==> src/rtl/pgc_pkg.sv <==
package pgc_pkg;
  localparam int NUM_MODES = 3;
  localparam int MODE_W    = 2;

  typedef enum logic [MODE_W-1:0] {
    MD_RUN   = 2'b00,
    MD_SLEEP = 2'b01,
    MD_DEEP  = 2'b10,
    MD_ALT   = 2'b11
  } dev_mode_e;

  // index of the enable bit that governs a given mode
  function automatic int unsigned gate_index(input logic [MODE_W-1:0] m);
    case (m)
      MD_SLEEP: gate_index = 1;
      MD_DEEP:  gate_index = 2;
      default:  gate_index = 0;
    endcase
  endfunction

  function automatic logic power_wanted(input logic gate, input logic retain);
    power_wanted = gate | retain;
  endfunction

  function automatic logic clock_wanted(input logic gate);
    clock_wanted = gate;
  endfunction
endpackage

==> src/rtl/pgc_mode_sel.sv <==
module pgc_mode_sel
  import pgc_pkg::*;
(
  input  logic [MODE_W-1:0]    mode,
  input  logic [NUM_MODES-1:0] gate_en,
  output logic                 gate_sel
);
  logic [NUM_MODES-1:0] hit;

  genvar g;
  generate
    for (g = 0; g < NUM_MODES; g++) begin : g_hit
      assign hit[g] = (gate_index(mode) == g) && gate_en[g];
    end
  endgenerate

  assign gate_sel = |hit;
endmodule

==> src/rtl/pgc_pwr_reg.sv <==
module pgc_pwr_reg #(
  parameter int          ADDR_W   = 12,
  parameter int          DATA_W   = 32,
  parameter logic [11:0] REG_ADDR = 12'h010
) (
  input  logic              clk,
  input  logic              rst_n,
  input  logic [ADDR_W-1:0] reg_addr,
  input  logic              reg_wr,
  input  logic [DATA_W-1:0] reg_wdata,
  output logic [DATA_W-1:0] reg_rdata,
  output logic              retain,
  output logic              reg_hit
);
  localparam logic [ADDR_W-1:0] ADDR_MATCH = ADDR_W'(REG_ADDR);

  logic retain_q;

  assign reg_hit = (reg_addr == ADDR_MATCH) && (reg_addr[1:0] == 2'b00);

  always_ff @(posedge clk) begin
    if (!rst_n)
      retain_q <= 1'b1;
    else if (reg_wr && reg_hit)
      retain_q <= reg_wdata[0];
  end

  always_comb begin
    reg_rdata = '0;
    if (reg_hit)
      reg_rdata[0] = retain_q;
  end

  assign retain = retain_q;
endmodule

==> src/rtl/pgc_gate_logic.sv <==
module pgc_gate_logic
  import pgc_pkg::*;
(
  input  logic clk,
  input  logic rst_n,
  input  logic gate_sel,
  input  logic retain,
  output logic pwr_en,
  output logic clk_en,
  output logic periph_rst,
  output logic lost_q,
  output logic pwr_next
);
  logic pwr_q, clk_q, rst_q, clk_next;

  assign pwr_next = power_wanted(gate_sel, retain);
  assign clk_next = clock_wanted(gate_sel);

  always_ff @(posedge clk) begin
    if (!rst_n) begin
      pwr_q  <= 1'b1;
      clk_q  <= 1'b0;
      rst_q  <= 1'b0;
      lost_q <= 1'b0;
    end else begin
      pwr_q  <= pwr_next;
      clk_q  <= clk_next;
      rst_q  <= lost_q & pwr_next;
      lost_q <= ~pwr_next;
    end
  end

  assign pwr_en     = pwr_q;
  assign clk_en     = clk_q;
  assign periph_rst = rst_q;
endmodule

==> src/rtl/pgc_ctrl.sv <==
module pgc_ctrl
  import pgc_pkg::*;
#(
  parameter int          ADDR_W   = 12,
  parameter int          DATA_W   = 32,
  parameter logic [11:0] REG_ADDR = 12'h010
) (
  input  logic                 clk,
  input  logic                 rst_n,
  input  logic [MODE_W-1:0]    mode,
  input  logic [NUM_MODES-1:0] gate_en,
  input  logic [ADDR_W-1:0]    reg_addr,
  input  logic                 reg_wr,
  input  logic [DATA_W-1:0]    reg_wdata,
  output logic [DATA_W-1:0]    reg_rdata,
  output logic                 pwr_en,
  output logic                 clk_en,
  output logic                 periph_rst
);
  logic gate_sel, retain, reg_hit, lost_q, pwr_next;

  pgc_mode_sel u_sel (
    .mode     (mode),
    .gate_en  (gate_en),
    .gate_sel (gate_sel)
  );

  pgc_pwr_reg #(.ADDR_W(ADDR_W), .DATA_W(DATA_W), .REG_ADDR(REG_ADDR)) u_reg (
    .clk       (clk),
    .rst_n     (rst_n),
    .reg_addr  (reg_addr),
    .reg_wr    (reg_wr),
    .reg_wdata (reg_wdata),
    .reg_rdata (reg_rdata),
    .retain    (retain),
    .reg_hit   (reg_hit)
  );

  pgc_gate_logic u_gate (
    .clk        (clk),
    .rst_n      (rst_n),
    .gate_sel   (gate_sel),
    .retain     (retain),
    .pwr_en     (pwr_en),
    .clk_en     (clk_en),
    .periph_rst (periph_rst),
    .lost_q     (lost_q),
    .pwr_next   (pwr_next)
  );
endmodule

==> config.mk <==
export PLATFORM = sky130hd
export DESIGN_NAME = pgc_ctrl
export DESIGN_NICKNAME = d
export VERILOG_FILES = /design/src/rtl/pgc_pkg.sv /design/src/rtl/pgc_mode_sel.sv /design/src/rtl/pgc_pwr_reg.sv /design/src/rtl/pgc_gate_logic.sv /design/src/rtl/pgc_ctrl.sv
export SDC_FILE = /design/constraint.sdc
export NUM_CORES = 1
export LEC_CHECK = 0
export ABC_CLOCK_PERIOD_IN_PS = 1310
export BUFFER_PORTS_ARGS = -buffer_cell sky130_fd_sc_hd__buf_2
export CORE_MARGIN = 8
export CORE_UTILIZATION = 26
export DETAILED_ROUTE_END_ITERATION = 12
export PLACE_DENSITY_LB_ADDON = 0.2
export SYNTH_ARGS = -nofsm -noshare
export SYNTH_HDL_FRONTEND = slang
export SYNTH_SLANG_ARGS = --single-unit
==> constraint.sdc <==
create_clock -name clk -period 1.31 [get_ports clk]
set_input_delay 0.262 -clock clk [delete_from_list [all_inputs] [get_ports clk]]
set_output_delay 0.262 -clock clk [all_outputs]
set_load 0.01 [all_outputs]
==> results of run 1 <==
-- per-layer routing --
layer | up-vias | global-route usage, % | part of all wire (%)
li1 | 173 | - | -
met1 | 149 | 5.60 | 39
met2 | 35 | 9.40 | 45
met3 | 0 | 5.21 | 16
met4 | 0 | 2.05 | 0
met5 | - | 0 | 0
-- worst paths after layout --
path	from	endpoint	slack, ns	cells after the start
worst max-delay path	reg_addr[7]	reg_rdata[0]	0.05	4
worst min-delay path	rst_n	u_gate.periph_rst$_SDFF_PN0_	0.28	3
worst max register to register	u_reg.retain$_SDFFE_PN1P_	u_gate.pwr_en$_SDFF_PN1_	0.56	3
worst min register to register	u_gate.lost_q$_SDFF_PN0_	u_gate.periph_rst$_SDFF_PN0_	0.41	2
-- cell usage after synthesis (all sizes together) --
library cell  number  area share [%]
conb               1            0.77
nor4               2             5.1
a21oi              1             1.0
and2               1             1.5
inv                4             3.1
a222oi             1             2.0
mux2i              1             2.0
nand2              1            0.77
nor2b              2             2.6
dfxtp              5              20
ha                 2             5.1
nand4              1             1.3
buf               31              48
and4               1             1.8
and2b              1             1.8
nor4b              1             3.1
-- power groups by stage --
stage	registers, uW	logic (uW)	clock network (uW)
6_report	156	109	178
4_1_cts	155	99.2	186
3_3_place_gp	158	97.2	0
3_5_place_dp	158	98.8	0
2_1_floorplan	160	122	0
5_1_grt	155	122	209
-- placed cells by master, fill, tap and decap left out --
cell,count
nor4b_4,1
nand4_1,1
nor4_4,1
mux2i_1,1
and4_1,1
conb_1,31
clkbuf_4,3
a21oi_1,1
clkbuf_1,1
nand2_1,1
and2b_2,1
nor4_2,1
inv_1,4
and2_2,1
dfxtp_1,5
a222oi_1,1
buf_2,24
buf_4,1
ha_1,2
nor2b_1,2
-- state kept, by name, indices dropped and copies added, names as in the netlist --
name,count
u_gate.clk_en,1
u_gate.lost_q,1
u_gate.periph_rst,1
u_gate.pwr_en,1
u_reg.retain,1
-- per-stage QoR --
stage          total power, uW  setup slack (ns)  std cells
5_1_grt                    486           0.00518        109
3_5_place_dp               257           -0.0882        105
6_report                   443            0.0515        109
4_1_cts                    440            0.0257        109
3_3_place_gp               255            -0.116        105
2_1_floorplan              282            0.0952         86
-- cell type report --
| class | count | share of cell area [%] |
|---|---|---|
| Inverter | 4 | 2.63 |
| Timing Repair Buffer | 25 | 22.3 |
| Multi-Input combinational cell | 46 | 47.5 |
| Tap cell | 25 | 5.47 |
| Sequential cell | 5 | 17.5 |
| Clock buffer | 4 | 4.60 |
-- critical path, cell delays in order --
cell	delay (ns)
buf_2	0.11
nor4b_4	0.29
and4_1	0.21
buf_2	0.13
-- repair_timing --
item	4_1_cts	5_1_grt
hold endpoints to repair	0	0
setup buffers	0	0
setup endpoints to repair	0	1
gates resized for setup	0	2
-- cells by family (layout without fill, tap and decap cells) --
logic type	Yosys count	after routing	synth area share, %
other	1	31	0.767
flip-flops	5	5	20.5
multiplexers	1	1	2.05
AO/OA/AOI/OAI	2	2	3.07
adder cells (fa/ha/maj)	2	2	5.11
buffers and inverters	35	33	50.6
AND/OR/NAND/NOR	10	10	17.9
==> metrics.md, run 1 <==
| Metric | Value |
|---|---|
| Status | `complete, no violations` |
| CTS tree | `done` |
| Clock period minus final worst setup slack | `1.26 ns` |
| Grt ovf | `0` |
| Count of cell types in the netlist | `16` |
| Clock Pin Slew Worst Setup and Hold Paths | `0.04 ns` |
| I/O Buffers | `24` |
| Die area | `0.00353 sq mm` |
| Clock Skew | `0.00160 ns` |
| Setup tns final | `0 ns` |
| Final WL | `1.12 mm` |
| Crit Path Class | `in -> out` |
| Final setup vio count | `0` |
| Switching portion of total power | `30.1%` |
| Placer Congestion | `0.738` |
| # fillers | `204` |
| Logic pwr share | `24.6%` |
| Yosys warning count | `0` |
| Syn_area_per_cell | `8.74 sq um` |
| Mapped Area | `489 sq um` |
| Global-route usage over all layers | `6.00%` |
| Skew-Pair Late Insertion Delay | `0.24 ns` |
| Crit. End Element | `output port` |
| Max cap viols | `0` |
| Layout overhead on the synthesized area | `16.9%` |
| First-pass GRT wire length | `1.66 mm` |
| Largest net degree at the start of global routing | `5` |
| Total clock sinks | `5` |
| Initial core utilization | `28.0%` |
| Vias in the first global route | `392` |
| Post-layout net count | `139` |
| Seq pwr share | `35.1%` |
| # DRC | `0` |
| Placed Area | `528 sq um` |
| Psw | `133 uW` |
| Final Util | `32.8%` |
| Hold buffer count at cts | `0` |
| CP max FO | `2` |
| Die H | `59.4 um` |
| Register Area | `100 sq um` |
| Worst Setup Start Kind | `input pin` |
| Pre-Repair DR Iteration Count | `3` |
| Peak VDD IR | `0.469 mV` |
| Layout cells sized above 1 | `39.3%` |
| WL/cell | `10.2 um` |
| # IOs | `87` |
| DR vias | `357` |
| Floorplan row count | `15` |
| DRT iter0 DRCs | `10` |
| Antenna Cells | `0` |
| Max Transition Viols Final | `0` |
| Chip Width | `59.4 um` |
| Area of the multi-input gates | `272 sq um` |
| Internal | `309 uW` |
| Leak | `0.000337 uW` |
| Final period utilization | `96.1%` |
| Worst path arrival time | `1.00 ns` |
| RSZ-0062 raised after global routing | `no` |
| HP Class | `in -> reg` |
| Final hold vios | `0` |
| Final ANT Viol Nets | `0` |
| Cells after Synth | `56` |
| Vias per cell | `3.28` |
| # H-tree levels | `1` |
| Core area | `0.00175 sq mm` |
| CTS root buf | `clkbuf_4` |
| Seq/Total Area, Yosys | `20.5%` |
| CTS buffer count | `3` |
| Initial antenna violation count | `0` |
| DP Wirelength | `1.01 mm` |
| Clock share of power | `40.2%` |
| Fmax | `795 MHz` |
| PwrDens | `774 mW/mm^2` |
| Synth Register Bits | `5` |
| Fin area | `572 sq um` |
| Max clock buf depth | `2` |
| Min Hold Slack | `0.278 ns` |
| Required time of the critical path | `1.05 ns` |
No activity file was read; power rests on OpenSTA's default activity.
==> run 2: changes to the inputs <==
Settings changed: CORE_UTILIZATION 26 to 27, CTS_BUF_LIST set to sky130_fd_sc_hd__clkbuf_8.
==> metrics.md, run 2 (synthesized netlist as in run 1, its figures left out) <==
| Metric | Value |
|---|---|
| DR vias | `359 (+0.56%)` |
| WL/cell | `9.92 um (-3.1%)` |
| Initial core utilization | `28.6% (+0.62 points)` |
| Max Transition Viols Final | `0 (unchanged)` |
| Crit Path Class | `in -> out` |
| Reg2reg path depth | `3 (unchanged)` |
| Setup tns final | `0 ns (unchanged)` |
| Hold EP | `u_gate.periph_rst$_SDFF_PN0_` |
| # fillers | `192 (-5.9%)` |
| Final setup vio count | `0 (unchanged)` |
| DRT iter0 DRCs | `11 (+1)` |
| I/O Buffers | `24 (unchanged)` |
| HP Class | `in -> reg` |
| Hold buffer count at cts | `0 (unchanged)` |
| Placed Area | `528 sq um (unchanged)` |
| Status | `complete, no violations` |
| Layout cells sized above 1 | `39.3% (unchanged)` |
| Clock Skew | `0.00192 ns (+0.000324 ns)` |
| CTS root buf | `clkbuf_8` |
| Fin area | `582 sq um (+1.8%)` |
| Most used cell, CP | `buf_2` |
| Flop2flop setup slack | `0.54 ns (-0.02 ns)` |
| Pre-Repair DR Iteration Count | `4 (+1)` |
| # H-tree levels | `1 (unchanged)` |
| Area of the multi-input gates | `263 sq um (-3.2%)` |
| Most common cell after layout, fill and taps aside | `conb_1` |
| Hold Crit Depth | `3 (unchanged)` |
| Final ANT Viol Nets | `0 (unchanged)` |
| Final WL | `1.08 mm (-3.1%)` |
| Buffers & Inverters on Critical Path | `2 (unchanged)` |
| DP Wirelength | `998 um (-1.1%)` |
| First-pass GRT wire length | `1.61 mm (-2.9%)` |
| Clock period minus final worst setup slack | `1.26 ns (+0.000628 ns)` |
| Antenna Cells | `0 (unchanged)` |
| CP max FO | `2 (unchanged)` |
| # Post-CTS Setup Buffers | `0 (unchanged)` |
| CP max stage cell | `nor4b_4` |
| Core area | `0.00171 sq mm (-2.2%)` |
| Skew-Pair Late Insertion Delay | `0.22 ns (-0.02 ns)` |
| Total clock sinks | `5 (unchanged)` |
| Leak | `0.000348 uW (+3.1%)` |
| PwrDens | `929 mW/mm^2 (+20%)` |
| CTS buffer count | `3 (unchanged)` |
| Vias in the first global route | `374 (-4.6%)` |
| Crit path largest cell delay | `0.28 ns (about the same)` |
| Cell Chain, Critical Path | `buf_2, nor4b_4, and4_1, buf_2` |
| Crit. End Element | `output port` |
| RSZ-0062 raised after global routing | `no` |
| Global-route usage over all layers | `5.83% (-0.17 points)` |
| Floorplan row count | `15 (unchanged)` |
| Max cap viols | `0 (unchanged)` |
| Cell family with most CP delay | `simple AND/OR/NAND/NOR gates` |
| Required time of the critical path | `1.05 ns (about the same)` |
| Post-layout net count | `139 (unchanged)` |
| # DRC | `0 (unchanged)` |
| Final worst slack | `0.0509 ns (-0.000628 ns)` |
| Critical R2R Capture | `u_gate.pwr_en$_SDFF_PN1_` |
| Final period utilization | `96.1% (about the same)` |
| Fmax | `794 MHz (about the same)` |
| Reg-to-Reg Start | `u_reg.retain$_SDFFE_PN1P_` |
| Worst slack at placement | `-0.101 ns (-0.0124 ns)` |
| Layout overhead on the synthesized area | `18.9%` |
| Vias per cell | `3.29 (+0.56%)` |
| Peak VDD IR | `0.449 mV (-4.2%)` |
| Final hold vios | `0 (unchanged)` |
| Die H | `58.6 um (-1.4%)` |
| Most frequent cells in the layout | `31 x conb_1, 24 x buf_2, 5 x inv_1, 5 x dfxtp_1, 3 x clkbuf_8` |
| Chip Width | `58.6 um (-1.4%)` |
| Max clock buf depth | `2 (unchanged)` |
| Hold_sp | `rst_n` |
| Min Hold Slack | `0.295 ns (+0.0178 ns)` |
| Largest net degree at the start of global routing | `5 (unchanged)` |
| Grt ovf | `0 (unchanged)` |
| Initial antenna violation count | `0 (unchanged)` |
| Register Area | `100 sq um (unchanged)` |
| Worst path arrival time | `1.00 ns (about the same)` |
| Die area | `0.00343 sq mm (-2.7%)` |
| # IOs | `87 (unchanged)` |
| Placer Congestion | `0.711 (-3.7%)` |
| Worst Setup Start Kind | `input pin` |
| Pwr Total | `541 uW (+22%)` |
| Clock Pin Slew Worst Setup and Hold Paths | `0.04 ns (about the same)` |
| Cts repair resizes | `0 (unchanged)` |
| CTS tree | `done` |
## run 2: worst max path at each step
stage,cells after the start,end,start
3_3_place_gp,6,u_gate.clk_en$_SDFF_PN0_,mode[0]
5_1_grt,4,reg_rdata[0],reg_addr[5]
4_1_cts,4,reg_rdata[0],reg_addr[5]
3_5_place_dp,6,u_gate.clk_en$_SDFF_PN0_,mode[0]
6_report,4,reg_rdata[0],reg_addr[5]
2_1_floorplan,4,u_gate.clk_en$_SDFF_PN0_,mode[0]
## run 2: final cells by class
type                            instances  area share [%]
Multi-Input combinational cell         46            45.2
Clock buffer                            3            7.10
Sequential cell                         5            17.2
Clock inverter                          1           0.645
Tap cell                               25            5.38
Inverter                                4            2.58
Timing Repair Buffer                   25            21.9
## run 2: worst reg2reg max path, delay by kind of cell, from the launching register on
family	cells	cell delay [ns]
simple gates	2	0.32
flops	1	0.31
buf+inv	1	0.03
## run 2: layer usage
metal	share of wire [%]	GRT usage, %	vias to the layer above
met5	0	0	-
met4	1.6	4.20	0
met3	21	3.48	2
met2	39	8.82	39
met1	39	5.82	144
li1	-	-	174
## run 2: metrics by stage
step	cells	utilization, %
after floorplan	86	-
after global placement	105	30.9
after detailed placement	105	30.9
after CTS	109	33.6
after global routing	109	34.1
final	109	34.1
## run 2: where the power goes
group          leakage [uW]  switching, uW  internal (uW)
Combinational      0.000280           67.4           38.0
Clock             0.0000269           78.3            201
Sequential        0.0000406          0.360            156
Total              0.000348            146            395
==> run 3: changes to the inputs <==
Settings changed: ABC_CLOCK_PERIOD_IN_PS 1310 to 1500, CORE_UTILIZATION 27 to 29.
Clock period 1.31 ns to 1.5 ns, I/O delays scaled along.
==> metrics.md, run 3 (synthesized netlist as in run 1, its figures left out) <==
| Metric | Value |
|---|---|
| Max Transition Viols Final | `0 (unchanged)` |
| Placed Area | `518 sq um (-1.9%)` |
| Clock Pin Slew Worst Setup and Hold Paths | `0.03 ns (about the same)` |
| Hold_sp | `rst_n` |
| Worst path arrival time | `1.04 ns (+0.04 ns)` |
| I/O Buffers | `24 (unchanged)` |
| Min Hold Slack | `0.327 ns (+0.0319 ns)` |
| RSZ-0062 raised after global routing | `no` |
| Floorplan row count | `15 (unchanged)` |
| Initial core utilization | `29.6% (+0.98 points)` |
| Dpl cells | `97 (-7.6%)` |
| Die H | `57.1 um (-2.6%)` |
| WL/cell | `10.0 um (+1.3%)` |
| Final setup vio count | `0 (unchanged)` |
| Final ANT Viol Nets | `0 (unchanged)` |
| Status | `complete, no violations` |
| Chip Width | `57.1 um (-2.6%)` |
| Final period utilization | `89.2%` |
| Layout cells sized above 1 | `39.3% (unchanged)` |
| Reg-to-Reg Start | `u_reg.retain$_SDFFE_PN1P_` |
| Vias in the first global route | `355 (-5.1%)` |
| Grt ovf | `0 (unchanged)` |
| Clock Skew | `0.000481 ns (-0.00144 ns)` |
| Cts repair resizes | `0 (unchanged)` |
| # fillers | `193 (+0.52%)` |
| Most common cell after layout, fill and taps aside | `conb_1` |
| Required time of the critical path | `1.20 ns (+0.15 ns)` |
| Crit path largest cell delay | `0.29 ns (about the same)` |
| CTS buffer count | `3 (unchanged)` |
| DRT iter0 DRCs | `1 (-10)` |
| Most frequent cells in the layout | `31 x conb_1, 24 x buf_2, 5 x inv_1, 5 x dfxtp_1, 3 x clkbuf_8` |
| Most used cell, CP | `buf_2` |
| Skew-Pair Late Insertion Delay | `0.22 ns (about the same)` |
| # Post-CTS Setup Buffers | `0 (unchanged)` |
| # IOs | `87 (unchanged)` |
| CP max stage cell | `nor4b_2` |
| GRT met1 Usage | `5.46% (-0.36 points)` |
| Layout overhead on the synthesized area | `15.1%` |
| Leak | `0.000342 uW (-1.5%)` |
| Flop2flop setup slack | `0.75 ns (+0.21 ns)` |
| Layout Cells excl Fill | `101 (-7.3%)` |
| Hold EP | `u_gate.periph_rst$_SDFF_PN0_` |
| PwrDens | `823 mW/mm^2 (-11%)` |
| Reg2reg path depth | `3 (unchanged)` |
| Pwr Total | `464 uW (-14%)` |
| Max clock buf depth | `2 (unchanged)` |
| Clock period minus final worst setup slack | `1.34 ns` |
| Core area | `0.00165 sq mm (-3.3%)` |
| Max cap viols | `0 (unchanged)` |
| Largest net degree at the start of global routing | `5 (unchanged)` |
| CTS root buf | `clkbuf_8` |
| DR vias | `364 (+1.4%)` |
| DP Wirelength | `954 um (-4.4%)` |
| Crit. End Element | `output port` |
| Met3 Use GR | `4.43% (+0.96 points)` |
| Worst Setup Start Kind | `input pin` |
| Final WL | `1.02 mm (-6.1%)` |
| Global-route usage over all layers | `5.49% (-0.34 points)` |
| Final hold vios | `0 (unchanged)` |
| First-pass GRT wire length | `1.48 mm (-8.6%)` |
| Met2 Use GR | `7.44% (-1.4 points)` |
| Setup tns final | `0 ns (unchanged)` |
| Cell Chain, Critical Path | `buf_2, nor4b_2, and4_1, buf_2` |
| Fmax | `747 MHz` |
| CP max FO | `2 (unchanged)` |
| Placer Congestion | `0.672 (-5.5%)` |
| Initial antenna violation count | `0 (unchanged)` |
| # DRC | `0 (unchanged)` |
| Antenna Cells | `0 (unchanged)` |
| Vias per cell | `3.60 (+9.4%)` |
| Die area | `0.00326 sq mm (-5.0%)` |
| Total clock sinks | `5 (unchanged)` |
| Peak VDD IR | `0.317 mV (-29%)` |
| Layer with the highest usage | `met2` |
| HP Class | `in -> reg` |
| Crit Path Class | `in -> out` |
| Hold buffer count at cts | `0 (unchanged)` |
| Pre-Repair DR Iteration Count | `3 (-1)` |
| # H-tree levels | `1 (unchanged)` |
| Hold Crit Depth | `3 (unchanged)` |
| Fin area | `563 sq um (-3.2%)` |
| Critical R2R Capture | `u_gate.pwr_en$_SDFF_PN1_` |
| CTS tree | `done` |
| Post-layout net count | `139 (unchanged)` |
## run 3: through the flow
step,utilization [%],setup WS (ns)
floorplan,-,0.247
global route,34.1,0.107
finish,34.1,0.161
global placement,31.4,0.0499
CTS,34.1,0.157
detailed placement,31.4,0.0208
## run 3: area by class of cell
type                            count  area [sq um]  share of cell area (%)
Multi-Input combinational cell     46           254                    45.1
Timing Repair Buffer               25           128                    22.7
Sequential cell                     5           100                    17.8
Clock buffer                        3          41.3                    7.33
Tap cell                           17          21.3                    3.78
Inverter                            4          15.0                    2.67
Clock inverter                      1          3.75                   0.667
## run 3: critical path: cells and delay by family
kind,cells,cell delay (ns)
simple gates,2,0.50
buf+inv,2,0.24
## run 3: worst max-delay path by stage
stage / start / end / depth (start not counted)
floorplan: mode[0] / u_gate.clk_en$_SDFF_PN0_ / 4
CTS: reg_addr[1] / reg_rdata[0] / 4
finish: reg_addr[5] / reg_rdata[0] / 4
global route: reg_addr[1] / reg_rdata[0] / 4
global placement: mode[0] / u_gate.clk_en$_SDFF_PN0_ / 6
detailed placement: mode[0] / u_gate.clk_en$_SDFF_PN0_ / 6
## run 3: layer usage
metal	wire, um	vias up	share of wire [%]
met3	196	3	19
li1	-	173	-
met1	387	151	38
met4	14	0	1.4
met2	418	37	41
met5	0	-	0
## run 3: power breakdown
part	internal [uW]	total [uW]	switching [uW]
clock	175	239	63.5
sequential	136	136	0.431
combinational	32.0	88.5	56.6
total	343	464	121
